[src/rtl/xf_pkg.sv]
package xf_pkg;
    typedef enum logic [2:0] {
        CMD_NOP       = 3'd0,
        CMD_STOP      = 3'd1,
        CMD_RESUME    = 3'd2,
        CMD_SEND_XON  = 3'd3,
        CMD_SEND_XOFF = 3'd4,
        CMD_KILL      = 3'd5
    } xf_cmd_e;

    localparam logic [1:0] MODE_HOST = 2'b00;
endpackage

[src/rtl/xf_match.sv]
module xf_match #(
    parameter int CW = 8,
    parameter logic [CW-1:0] XON_INIT  = 8'h11,
    parameter logic [CW-1:0] XOFF_INIT = 8'h13
) (
    input  logic          clk,
    input  logic          rst_n,
    input  logic          chr_wr,
    input  logic          chr_sel,
    input  logic [CW-1:0] chr_data,
    input  logic          rx_valid,
    input  logic [CW-1:0] rx_data,
    input  logic          rx_full,
    output logic          rec_xon,
    output logic          rec_xoff,
    output logic [CW-1:0] xon_char,
    output logic [CW-1:0] xoff_char,
    output logic          irq,
    output logic [1:0]    status
);
    typedef struct packed {
        logic [CW-1:0] xon;
        logic [CW-1:0] xoff;
        logic          irq;
        logic [1:0]    status;
    } match_st_t;

    match_st_t st_d, st_q;

    always_comb begin
        st_d     = st_q;
        rec_xoff = rx_valid && !rx_full && (rx_data == st_q.xoff);
        rec_xon  = rx_valid && !rx_full && (rx_data == st_q.xon) && !rec_xoff;
        st_d.irq = rec_xon || rec_xoff;
        if (rec_xon || rec_xoff) st_d.status = {rec_xoff, rec_xon};
        if (chr_wr) begin
            if (chr_sel) st_d.xoff = chr_data;
            else         st_d.xon  = chr_data;
        end
    end

    always_ff @(posedge clk or negedge rst_n) begin
        if (!rst_n) begin
            st_q <= '{xon: XON_INIT, xoff: XOFF_INIT, irq: 1'b0, status: 2'b00};
        end else begin
            st_q <= st_d;
        end
    end

    assign xon_char  = st_q.xon;
    assign xoff_char = st_q.xoff;
    assign irq       = st_q.irq;
    assign status    = st_q.status;

    assert_irq_pulse_R2: assert property (@(posedge clk) disable iff (!rst_n)
        (rx_valid && !rx_full && (rx_data == xoff_char)) |=> (irq && status == 2'b10));

    assert_overrun_silent_R3: assert property (@(posedge clk) disable iff (!rst_n)
        (rx_full || !rx_valid) |=> !irq);
endmodule

[src/rtl/xf_txgate.sv]
module xf_txgate (
    input  logic clk,
    input  logic rst_n,
    input  logic auto_tx,
    input  logic cmd_stop,
    input  logic cmd_resume,
    input  logic rec_xon,
    input  logic rec_xoff,
    output logic tx_en
);
    typedef struct packed {
        logic stopped;
    } gate_st_t;

    gate_st_t st_d, st_q;

    always_comb begin
        st_d = st_q;
        if (auto_tx) begin
            if (rec_xoff)     st_d.stopped = 1'b1;
            else if (rec_xon) st_d.stopped = 1'b0;
        end else begin
            if (cmd_stop)        st_d.stopped = 1'b1;
            else if (cmd_resume) st_d.stopped = 1'b0;
        end
    end

    always_ff @(posedge clk or negedge rst_n) begin
        if (!rst_n) st_q <= '{stopped: 1'b0};
        else        st_q <= st_d;
    end

    assign tx_en = !st_q.stopped;

    assert_auto_ignores_host_R5: assert property (@(posedge clk) disable iff (!rst_n)
        (auto_tx && !rec_xon && !rec_xoff) |=> $stable(tx_en));

    assert_host_ignores_rx_R6: assert property (@(posedge clk) disable iff (!rst_n)
        (!auto_tx && !cmd_stop && !cmd_resume) |=> $stable(tx_en));
endmodule

[src/rtl/xf_insert.sv]
module xf_insert #(
    parameter int FW = 9,
    parameter int CW = 8,
    parameter int HI_MARK = 240,
    parameter int LO_MARK = 16
) (
    input  logic          clk,
    input  logic          rst_n,
    input  logic [1:0]    mode,
    input  logic [FW-1:0] fill,
    input  logic          host_send,
    input  logic          host_kind,
    input  logic          kill,
    input  logic          ack,
    input  logic [CW-1:0] xon_char,
    input  logic [CW-1:0] xoff_char,
    output logic          req,
    output logic [CW-1:0] char_o,
    output logic          outstanding
);
    import xf_pkg::*;

    localparam logic [FW-1:0] HI = FW'(HI_MARK);
    localparam logic [FW-1:0] LO = FW'(LO_MARK);

    typedef struct packed {
        logic sent;
        logic auto_p;
        logic host_p;
        logic hkind;
    } ins_st_t;

    ins_st_t st_d, st_q;
    logic    ack_eff;
    logic    is_xoff;

    always_comb begin
        st_d    = st_q;
        ack_eff = ack && (st_q.auto_p || st_q.host_p);
        if (ack_eff) begin
            if (st_q.auto_p) begin
                st_d.sent = !st_q.sent;
            end else begin
                st_d.sent   = st_q.hkind;
                st_d.host_p = 1'b0;
            end
        end
        if (host_send) begin
            st_d.host_p = 1'b1;
            st_d.hkind  = host_kind;
        end else if (kill && mode == MODE_HOST) begin
            st_d.host_p = 1'b0;
        end
        if (mode == MODE_HOST) st_d.sent = 1'b0;
        st_d.auto_p = mode[1] && (st_d.sent ? (fill < LO) : (fill > HI));
    end

    always_ff @(posedge clk or negedge rst_n) begin
        if (!rst_n) st_q <= '0;
        else        st_q <= st_d;
    end

    assign req         = st_q.auto_p || st_q.host_p;
    assign is_xoff     = st_q.auto_p ? !st_q.sent : st_q.hkind;
    assign char_o      = is_xoff ? xoff_char : xon_char;
    assign outstanding = st_q.sent;

    assert_xoff_recorded_R9: assert property (@(posedge clk) disable iff (!rst_n)
        (ack && req && is_xoff && mode != MODE_HOST && !host_send) |=> outstanding);

    assert_host_mode_clears_R10: assert property (@(posedge clk) disable iff (!rst_n)
        (mode == MODE_HOST) |=> !outstanding);

    assert_auto_needs_mode_R7: assert property (@(posedge clk) disable iff (!rst_n)
        (!mode[1]) |=> !(req && !st_q.host_p));
endmodule

[src/rtl/xonxoff_flow_ctrl.sv]
module xonxoff_flow_ctrl #(
    parameter int FW = 9,
    parameter int CW = 8,
    parameter int HI_MARK = 240,
    parameter int LO_MARK = 16,
    parameter logic [CW-1:0] XON_INIT  = 8'h11,
    parameter logic [CW-1:0] XOFF_INIT = 8'h13
) (
    input  logic          clk,
    input  logic          rst_n,
    input  logic [1:0]    mode,
    input  logic          strip,
    input  logic          chr_wr,
    input  logic          chr_sel,
    input  logic [CW-1:0] chr_data,
    input  logic          rx_valid,
    input  logic [CW-1:0] rx_data,
    input  logic          rx_full,
    input  logic [FW-1:0] rx_fill,
    input  logic          cmd_valid,
    input  logic [2:0]    cmd_code,
    input  logic          ins_ack,
    output logic          tx_en,
    output logic          ins_req,
    output logic [CW-1:0] ins_char,
    output logic          rx_wr_suppress,
    output logic          recog_irq,
    output logic [1:0]    recog_status,
    output logic          xoff_outstanding
);
    import xf_pkg::*;

    logic          rec_xon, rec_xoff;
    logic [CW-1:0] xon_char, xoff_char;
    logic          c_stop, c_resume, c_send, c_kind, c_kill;

    always_comb begin
        c_stop   = cmd_valid && (cmd_code == CMD_STOP);
        c_resume = cmd_valid && (cmd_code == CMD_RESUME);
        c_send   = cmd_valid && ((cmd_code == CMD_SEND_XON) || (cmd_code == CMD_SEND_XOFF));
        c_kind   = (cmd_code == CMD_SEND_XOFF);
        c_kill   = cmd_valid && (cmd_code == CMD_KILL);
    end

    xf_match #(.CW(CW), .XON_INIT(XON_INIT), .XOFF_INIT(XOFF_INIT)) u_match (
        .clk(clk), .rst_n(rst_n),
        .chr_wr(chr_wr), .chr_sel(chr_sel), .chr_data(chr_data),
        .rx_valid(rx_valid), .rx_data(rx_data), .rx_full(rx_full),
        .rec_xon(rec_xon), .rec_xoff(rec_xoff),
        .xon_char(xon_char), .xoff_char(xoff_char),
        .irq(recog_irq), .status(recog_status)
    );

    xf_txgate u_gate (
        .clk(clk), .rst_n(rst_n), .auto_tx(mode[0]),
        .cmd_stop(c_stop), .cmd_resume(c_resume),
        .rec_xon(rec_xon), .rec_xoff(rec_xoff), .tx_en(tx_en)
    );

    xf_insert #(.FW(FW), .CW(CW), .HI_MARK(HI_MARK), .LO_MARK(LO_MARK)) u_ins (
        .clk(clk), .rst_n(rst_n), .mode(mode), .fill(rx_fill),
        .host_send(c_send), .host_kind(c_kind), .kill(c_kill), .ack(ins_ack),
        .xon_char(xon_char), .xoff_char(xoff_char),
        .req(ins_req), .char_o(ins_char), .outstanding(xoff_outstanding)
    );

    assign rx_wr_suppress = strip && (rec_xon || rec_xoff);

    assert_overrun_no_strip_R3: assert property (@(posedge clk) disable iff (!rst_n)
        rx_full |-> !rx_wr_suppress);

    assert_overrun_gate_R3: assert property (@(posedge clk) disable iff (!rst_n)
        (rx_valid && rx_full && mode[0]) |=> $stable(tx_en));
endmodule

[config.mk]
export PLATFORM = sky130hd
export DESIGN_NAME = xonxoff_flow_ctrl
export DESIGN_NICKNAME = d
export VERILOG_FILES = /design/src/rtl/xf_pkg.sv /design/src/rtl/xf_match.sv /design/src/rtl/xf_txgate.sv /design/src/rtl/xf_insert.sv /design/src/rtl/xonxoff_flow_ctrl.sv
export SDC_FILE = /design/constraint.sdc
export NUM_CORES = 1
export LEC_CHECK = 0
export BUFFER_PORTS_ARGS = -buffer_cell sky130_fd_sc_hd__buf_2
export CAP_MARGIN = 20
export CELL_PAD_IN_SITES_DETAIL_PLACEMENT = 0
export CELL_PAD_IN_SITES_GLOBAL_PLACEMENT = 1
export CORE_UTILIZATION = 39
export DETAILED_ROUTE_END_ITERATION = 8
export GPL_ROUTABILITY_DRIVEN = 0
export PLACE_DENSITY = 0.93
export SETUP_SLACK_MARGIN = 0.1
export SLEW_MARGIN = 0
export SYNTH_ARGS = -nofsm -noshare
export SYNTH_HDL_FRONTEND = slang
export SYNTH_SLANG_ARGS = --single-unit
[constraint.sdc]
create_clock -name clk -period 3.4 [get_ports clk]
set_input_delay 0.34 -clock clk [delete_from_list [all_inputs] [get_ports clk]]
set_output_delay 0.34 -clock clk [all_outputs]
set_load 0.02 [all_outputs]
==> results of run 1 <==
## synth_stat cells
cell and n:
a32oi_1 1, nand2b_1 1, a211oi_1 1, a21boi_1 1, mux2_2 24, or2b_1 1
nor2b_1 1, o32ai_1 1, nor3b_1 2, xnor2_1 8, o31ai_1 1, nor4_1 2
nor3_1 2, a21oi_2 1, dfstp_2 5, dfrtp_1 19, nand2_1 5, mux2i_4 1
clkbuf_1 1, a21bo_2 1, xor2_1 8, or4_1 1, o21a_1 1, or2_2 1
o21ai_0 2, a31oi_1 2, and3_1 1, inv_1 4, o22a_1 1, nand3_1 4
or3_1 2, nand4_1 2, nand3b_1 2, nor2_1 4, o21ai_1 1, a21boi_0 1
## worst max-delay path, delay by kind of cell, from the launching register on
| family | cells | cell delay [ns] |
|---|---|---|
| flops | 1 | 0.57 |
| simple gates | 2 | 0.53 |
| compound gates | 1 | 0.14 |
| xor+xnor | 1 | 0.11 |
| buf+inv | 1 | 0.18 |
## worst paths after layout
| kind | start | endpoint | cells past startpoint |
|---|---|---|---|
| setup / recovery | u_match.xon_char[0]$_DFFE_PN1P_ | rx_wr_suppress | 5 |
| hold / removal | cmd_code[0] | u_ins.st_q[1]$_DFFE_PN0P_ | 2 |
| setup reg to reg | u_match.xon_char[0]$_DFFE_PN1P_ | u_match.status[1]$_DFFE_PN0P_ | 4 |
| hold reg to reg | u_match.status[1]$_DFFE_PN0P_ | u_match.status[1]$_DFFE_PN0P_ | 1 |
| max in group asynchronous | rst_n | u_match.xoff_char[4]$_DFFE_PN1P_ | 2 |
| min in group asynchronous | rst_n | u_gate.st_q$_DFFE_PN0P_ | 2 |
## sequential cells by signal, indices dropped and copies added, names as in the netlist
register	count
u_ins.outstanding	1
u_ins.st_q	3
u_match.xon_char	8
u_gate.st_q	1
u_match.xoff_char	8
u_match.irq	1
u_match.status	2
## power breakdown
group	internal (mW)	total [mW]	leakage [nW]	switching, mW
sequential	0.337	0.382	0.276	0.0448
clock	0.0459	0.130	0.0150	0.0840
combinational	0.160	0.324	0.490	0.164
## stage by stage
stage,cells,cell area [um2]
final,217,1690
after global routing,217,1690
after CTS,217,1690
after detailed placement,212,1660
after global placement,212,1660
after floorplan,116,1340
## timing repair
action,4_1_cts,5_1_grt
hold endpoints to repair,19,0
hold buffers,1,0
setup endpoints to repair,0,0
## cell type report
class | instances | area, um2
Multi-Input combinational cell | 87 | 714
Fill cell | 304 | 1460
Inverter | 4 | 15.0
Sequential cell | 24 | 607
Clock buffer | 4 | 26.3
Tap cell | 44 | 55.1
Timing Repair Buffer | 54 | 275
## kinds of logic (layout without fill, tap and decap cells)
kind of cell	after synthesis	in the layout	synth area share [%]
compound gates	15	15	8.22
xor+xnor	16	16	10.5
buf+inv	5	62	1.40
flops	24	24	45.3
simple gates	31	31	12.8
mux	25	25	21.8
## layer usage
metal / wire, um / vias to the layer above / GRT usage [%]
met5: 0 / - / 0
met4: 46 / 0 / 7.47
met3: 155 / 5 / 3.62
met2: 1550 / 38 / 32.5
met1: 1250 / 501 / 21.0
li1: - / 531 / -
==> impl_metrics.json, run 1 <==
{
  "finalMaxSlewViolations": 0,
  "firstDrtPassIters": 4,
  "drive_gt1_share_pct": 51.4,
  "leakagePower_nw": 0.781,
  "path_cells": "xnor2_1 > nand3b_1 > or3_1 > a21boi_1 > buf_2",
  "synth_area_leaders": "dfrtp_1 35%, mux2_2 20%, dfstp_2 9.8%",
  "grt_pass1_vias": 1115,
  "layout_common_cells": "53 x buf_2, 24 x mux2_2, 19 x dfrtp_1",
  "status": "completed",
  "critical_path_class": "flop to output port",
  "min_period_ns": 2.19,
  "drv_cap": 0,
  "required_ns": 3.06,
  "rows": 20,
  "root_buffer": "clkbuf_4",
  "clk_pin_slew_worst_paths_ns": 0.13,
  "die-height_um": 60.6,
  "htreeDepth": 1,
  "timing.hold.ws_ns": 0.257,
  "synth_top_area_cell": "dfrtp_1",
  "core_um2": 3150,
  "synth_top_area_share_pct": 35.5,
  "rsz0062_at_grt": "no",
  "hold_path_class": "input pin to flop",
  "p_per_area_nw_per_um2": 493,
  "antenna_found_initial": 0,
  "ant_nets": 0,
  "cp-start-kind": "flop",
  "fin_crit_sh_pct": 64.5,
  "numCtsBuffers": 3,
  "fp.dieW_um": 60.6,
  "finalNetCount": 213,
  "drt_iter0_drc": 37,
  "ys.warnings.count": 0,
  "synth_fp_nets": 155,
  "clock_skew_ns": 0.00468,
  "grt_max_degree": 25,
  "critPathMaxFanout": 4,
  "finalCoreUtilization_pct": 53.7,
  "syn_area_um2": 1340,
  "clock.fmax_mhz": 456,
  "worst_slack_ns": 1.21,
  "ys_ff_latch": 24,
  "grt.total_usage_pct": 18.1,
  "syn_area_per_cell_um2": 11.6,
  "clkLatencyLatePin_ns": 0.32,
  "post_cts_resized": 0,
  "worstSetupEndpointType": "output port",
  "post-cts-setup-buffers": 0,
  "cts_tree": "done",
  "ys_types": 36,
  "slew_headroom_pct": 51.8,
  "drcViolationCount": 0,
  "grt_pass1_wl_mm": 4.84,
  "overflow": 0,
  "final_common_cell": "buf_2",
  "viasPerCell": 4.95,
  "p_total_mw": 0.835,
  "routedWlPerCell_um": 13.8,
  "die_area_um2": 3670,
  "num_antenna_cells": 0,
  "crit_arrival_ns": 1.85,
  "slowest_delay_ns": 0.57,
  "clkSinkCount": 24,
  "syn_inst": 116,
  "port-buffer-count": 53,
  "setup_violations": 0,
  "dp_slack_ns": 1.56,
  "crit_slowest_cell": "dfstp_2",
  "clock_path_buffers": 2,
  "num_vias": 1075,
  "start_util_pct": 42.5,
  "dp_hpwl_mm": 2.38,
  "vdd_drop_max_mv": 0.278,
  "r2r_slack_ns": 1.86,
  "wirelength_mm": 3.00,
  "tightestPinTransition_ns": 0.721,
  "io_pins": 54,
  "syn_to_final_growth_pct": 26.3,
  "tns_ns": 0,
  "yosysSeqAreaShare_pct": 45.3,
  "hold_violations": 0
}
Note: power is estimated with default switching activity, not from simulation.
==> run 2: changes to the inputs <==
- ABC_AREA: default -> 1
- CORE_UTILIZATION: 39 -> 33
- PLACE_DENSITY: 0.93 -> 0.88
- clock period: 3.4 -> 2.2 ns (I/O delays scaled with it)
==> run 2 against run 1 <==
  * Sequential share of layout area shrank 2.3 points
  * Sequential cell count unchanged
  * Critical path depth rose by 4
  * Synthesized cell count grew 80%
  * Die area is 24% higher
  * Synthesized area is 6.0% higher
  * Combinational power increased by 62%
  * Critical endpoint unchanged
  * Highest routed layer unchanged
==> impl_metrics.json, run 2 <==
{
  "status": "completed",
  "nFillCells": 427,
  "firstDrtPassIters": 4,
  "crit_slowest_cell": "dfstp_2",
  "viasPerCell": 4.41,
  "drcViolationCount": 0,
  "ys.warnings.count": 0,
  "final-seq-area_um2": 607,
  "core_um2": 4060,
  "hold_violations": 0,
  "vdd_drop_max_mv": 0.231,
  "ant_nets": 0,
  "rsz0062_at_grt": "no",
  "io_pins": 54,
  "grt_pass1_wl_mm": 5.62,
  "synth-main-ff-cell": "dfrtp_1",
  "syn_area_um2": 1420,
  "post-cts-setup-buffers": 0,
  "cp-start-kind": "flop",
  "yosys-top-cells-count": "73 x nand2_1, 39 x inv_1, 28 x o21ai_0, 19 x dfrtp_1, 16 x nor2_1",
  "antenna_found_initial": 0,
  "leakagePower_nw": 1.03,
  "fp.dieW_um": 67.6,
  "clk_pin_slew_worst_paths_ns": 0.08,
  "yosysSeqAreaShare_pct": 42.7,
  "grt_max_degree": 25,
  "rows": 23,
  "crit_arrival_ns": 1.69,
  "synth_edf_count": 0,
  "synth_top_area_cell": "dfrtp_1",
  "synthMostInstantiatedCell": "nand2_1",
  "finalMaxSlewViolations": 0,
  "clkLatencyLatePin_ns": 0.27,
  "numCtsBuffers": 3,
  "syn_area_per_cell_um2": 6.79,
  "p_per_area_nw_per_um2": 772,
  "syn_inst": 209,
  "drt_iter0_drc": 59,
  "overflow": 0,
  "wirelength_mm": 3.38,
  "port-buffer-count": 53,
  "die_area_um2": 4570,
  "path_cells": "inv_1 > nand2_1 > nand2_1 > nor2_1 > nand3_1 > nor2_2 > inv_1 > a21boi_2 > buf_6",
  "grt_pass1_vias": 1295,
  "syn_to_final_growth_pct": 27.5,
  "finalNetCount": 304,
  "hold_depth": 3,
  "slowest_delay_ns": 0.56,
  "design_area_um2": 1810,
  "num_vias": 1385,
  "start_util_pct": 35.0,
  "cts_tree": "done",
  "htreeDepth": 1,
  "routedWlPerCell_um": 10.8,
  "tightestPinTransition_ns": 0.546,
  "critical_path_class": "flop to output port",
  "drv_cap": 0,
  "required_ns": 1.98,
  "slew_headroom_pct": 63.6,
  "place_area_um2": 1740,
  "die-height_um": 67.6,
  "synth_top_area_share_pct": 33.5,
  "synthArstFlopShare_pct": 100,
  "dp_hpwl_mm": 2.56,
  "min_period_ns": 1.91,
  "setup_violations": 0,
  "clock_skew_ns": 0.00127,
  "ys_ff_latch": 24,
  "final_common_cell": "nand2_1",
  "ys_types": 22,
  "clock_path_buffers": 2,
  "synth_area_leaders": "dfrtp_1 33%, nand2_1 19%, inv_1 10%",
  "hold_path_class": "input pin to flop",
  "clkSinkCount": 24,
  "root_buffer": "clkbuf_8",
  "ff2ff_path_depth": 8,
  "fin_crit_sh_pct": 86.9,
  "drive_gt1_share_pct": 26.5,
  "layout_common_cells": "73 x nand2_1, 52 x buf_2, 39 x inv_1",
  "grt.total_usage_pct": 16.4,
  "critPathMaxFanout": 4,
  "clock.fmax_mhz": 523,
  "num_antenna_cells": 0,
  "multi_input_area_um2": 658,
  "synth_fp_nets": 248,
  "tns_ns": 0,
  "worstSetupEndpointType": "output port"
}
run 2: cell count changes after synthesis, sizes merged, moves of 2 or more:
cell / delta
nand2: +69
inv: +35
o21ai: +26
mux2: -24
nor2: +13
xor2: -8
xnor2: -5
a21oi: +4
a31oi: -2
nand3b: -2
nand4: -2
nor3: +2
nor4: -2
or3: -2
run 2: through the flow:
stage                     setup slack (ns)  std cells  hold slack [ns]  util (%)  power (mW)
final                                0.288        314            0.190      44.6        1.40
after global routing                 0.108        314            0.215      44.6        1.51
after CTS                            0.267        314            0.182      44.4        1.42
after detailed placement             0.575        309            0.242      42.8        1.11
after global placement               0.610        309            0.230      42.8        1.10
after floorplan                      0.653        209          -0.0756         -       0.930
run 2: path summary, 6_finish.rpt:
check	start	endpoint	slack (ns)
worst min-delay path	chr_data[1]	u_match.xoff_char[1]$_DFFE_PN1P_	0.19
max in group asynchronous	rst_n	u_match.xon_char[0]$_DFFE_PN1P_	1.34
worst min register to register	u_match.status[1]$_DFFE_PN0P_	u_match.status[1]$_DFFE_PN0P_	0.49
min in group asynchronous	rst_n	u_match.xon_char[1]$_DFFE_PN0P_	0.49
worst max register to register	u_match.xoff_char[1]$_DFFE_PN1P_	u_gate.st_q$_DFFE_PN0P_	0.91
worst max-delay path	u_match.xoff_char[1]$_DFFE_PN1P_	rx_wr_suppress	0.29
run 2: worst max-delay path, delay by kind of cell (launching register included):
family                 cells  cell delay (ns)
DFF                        1             0.56
and+or+nand+nor            5             0.45
buffers and inverters      3             0.26
AOI/OAI and AO/OA          1             0.15
run 2: cell type report:
cell class                 count  share of cell area, %
tap                           50                   3.46
timing repair buffer          54                   15.5
inverter                      39                   8.09
sequential                    24                   33.5
clock buffer                   4                   3.04
multi-input combinational    143                   36.4
run 2: metal layers:
| metal | share of wire [%] | GRT usage (%) | vias to the layer above |
|---|---|---|---|
| met5 | 0 | 0 | - |
| met4 | 1.7 | 6.38 | 0 |
| met3 | 2.8 | 1.01 | 5 |
| met2 | 47 | 28.0 | 28 |
| met1 | 49 | 21.4 | 601 |
| li1 | - | - | 751 |
run 2: kinds of logic (layout without fill, tap and decap cells):
| family | Yosys count | count (layout) | synth area share, % |
|---|---|---|---|
| compound gates | 38 | 38 | 14.9 |
| xor+xnor | 3 | 3 | 1.85 |
| buf+inv | 42 | 97 | 11.2 |
| flops | 24 | 24 | 42.7 |
| simple gates | 102 | 102 | 29.3 |
run 2: timing repair:
action,4_1_cts,5_1_grt
endpoints found under the setup margin,0,1
hold buffers,1,0
endpoints found under the hold margin,19,0
gates resized for setup,0,3
run 2: report_power, final:
group	internal (mW)	switching, mW	total, mW
Sequential	0.520	0.0512	0.571
Combinational	0.198	0.327	0.525
Clock	0.160	0.141	0.301
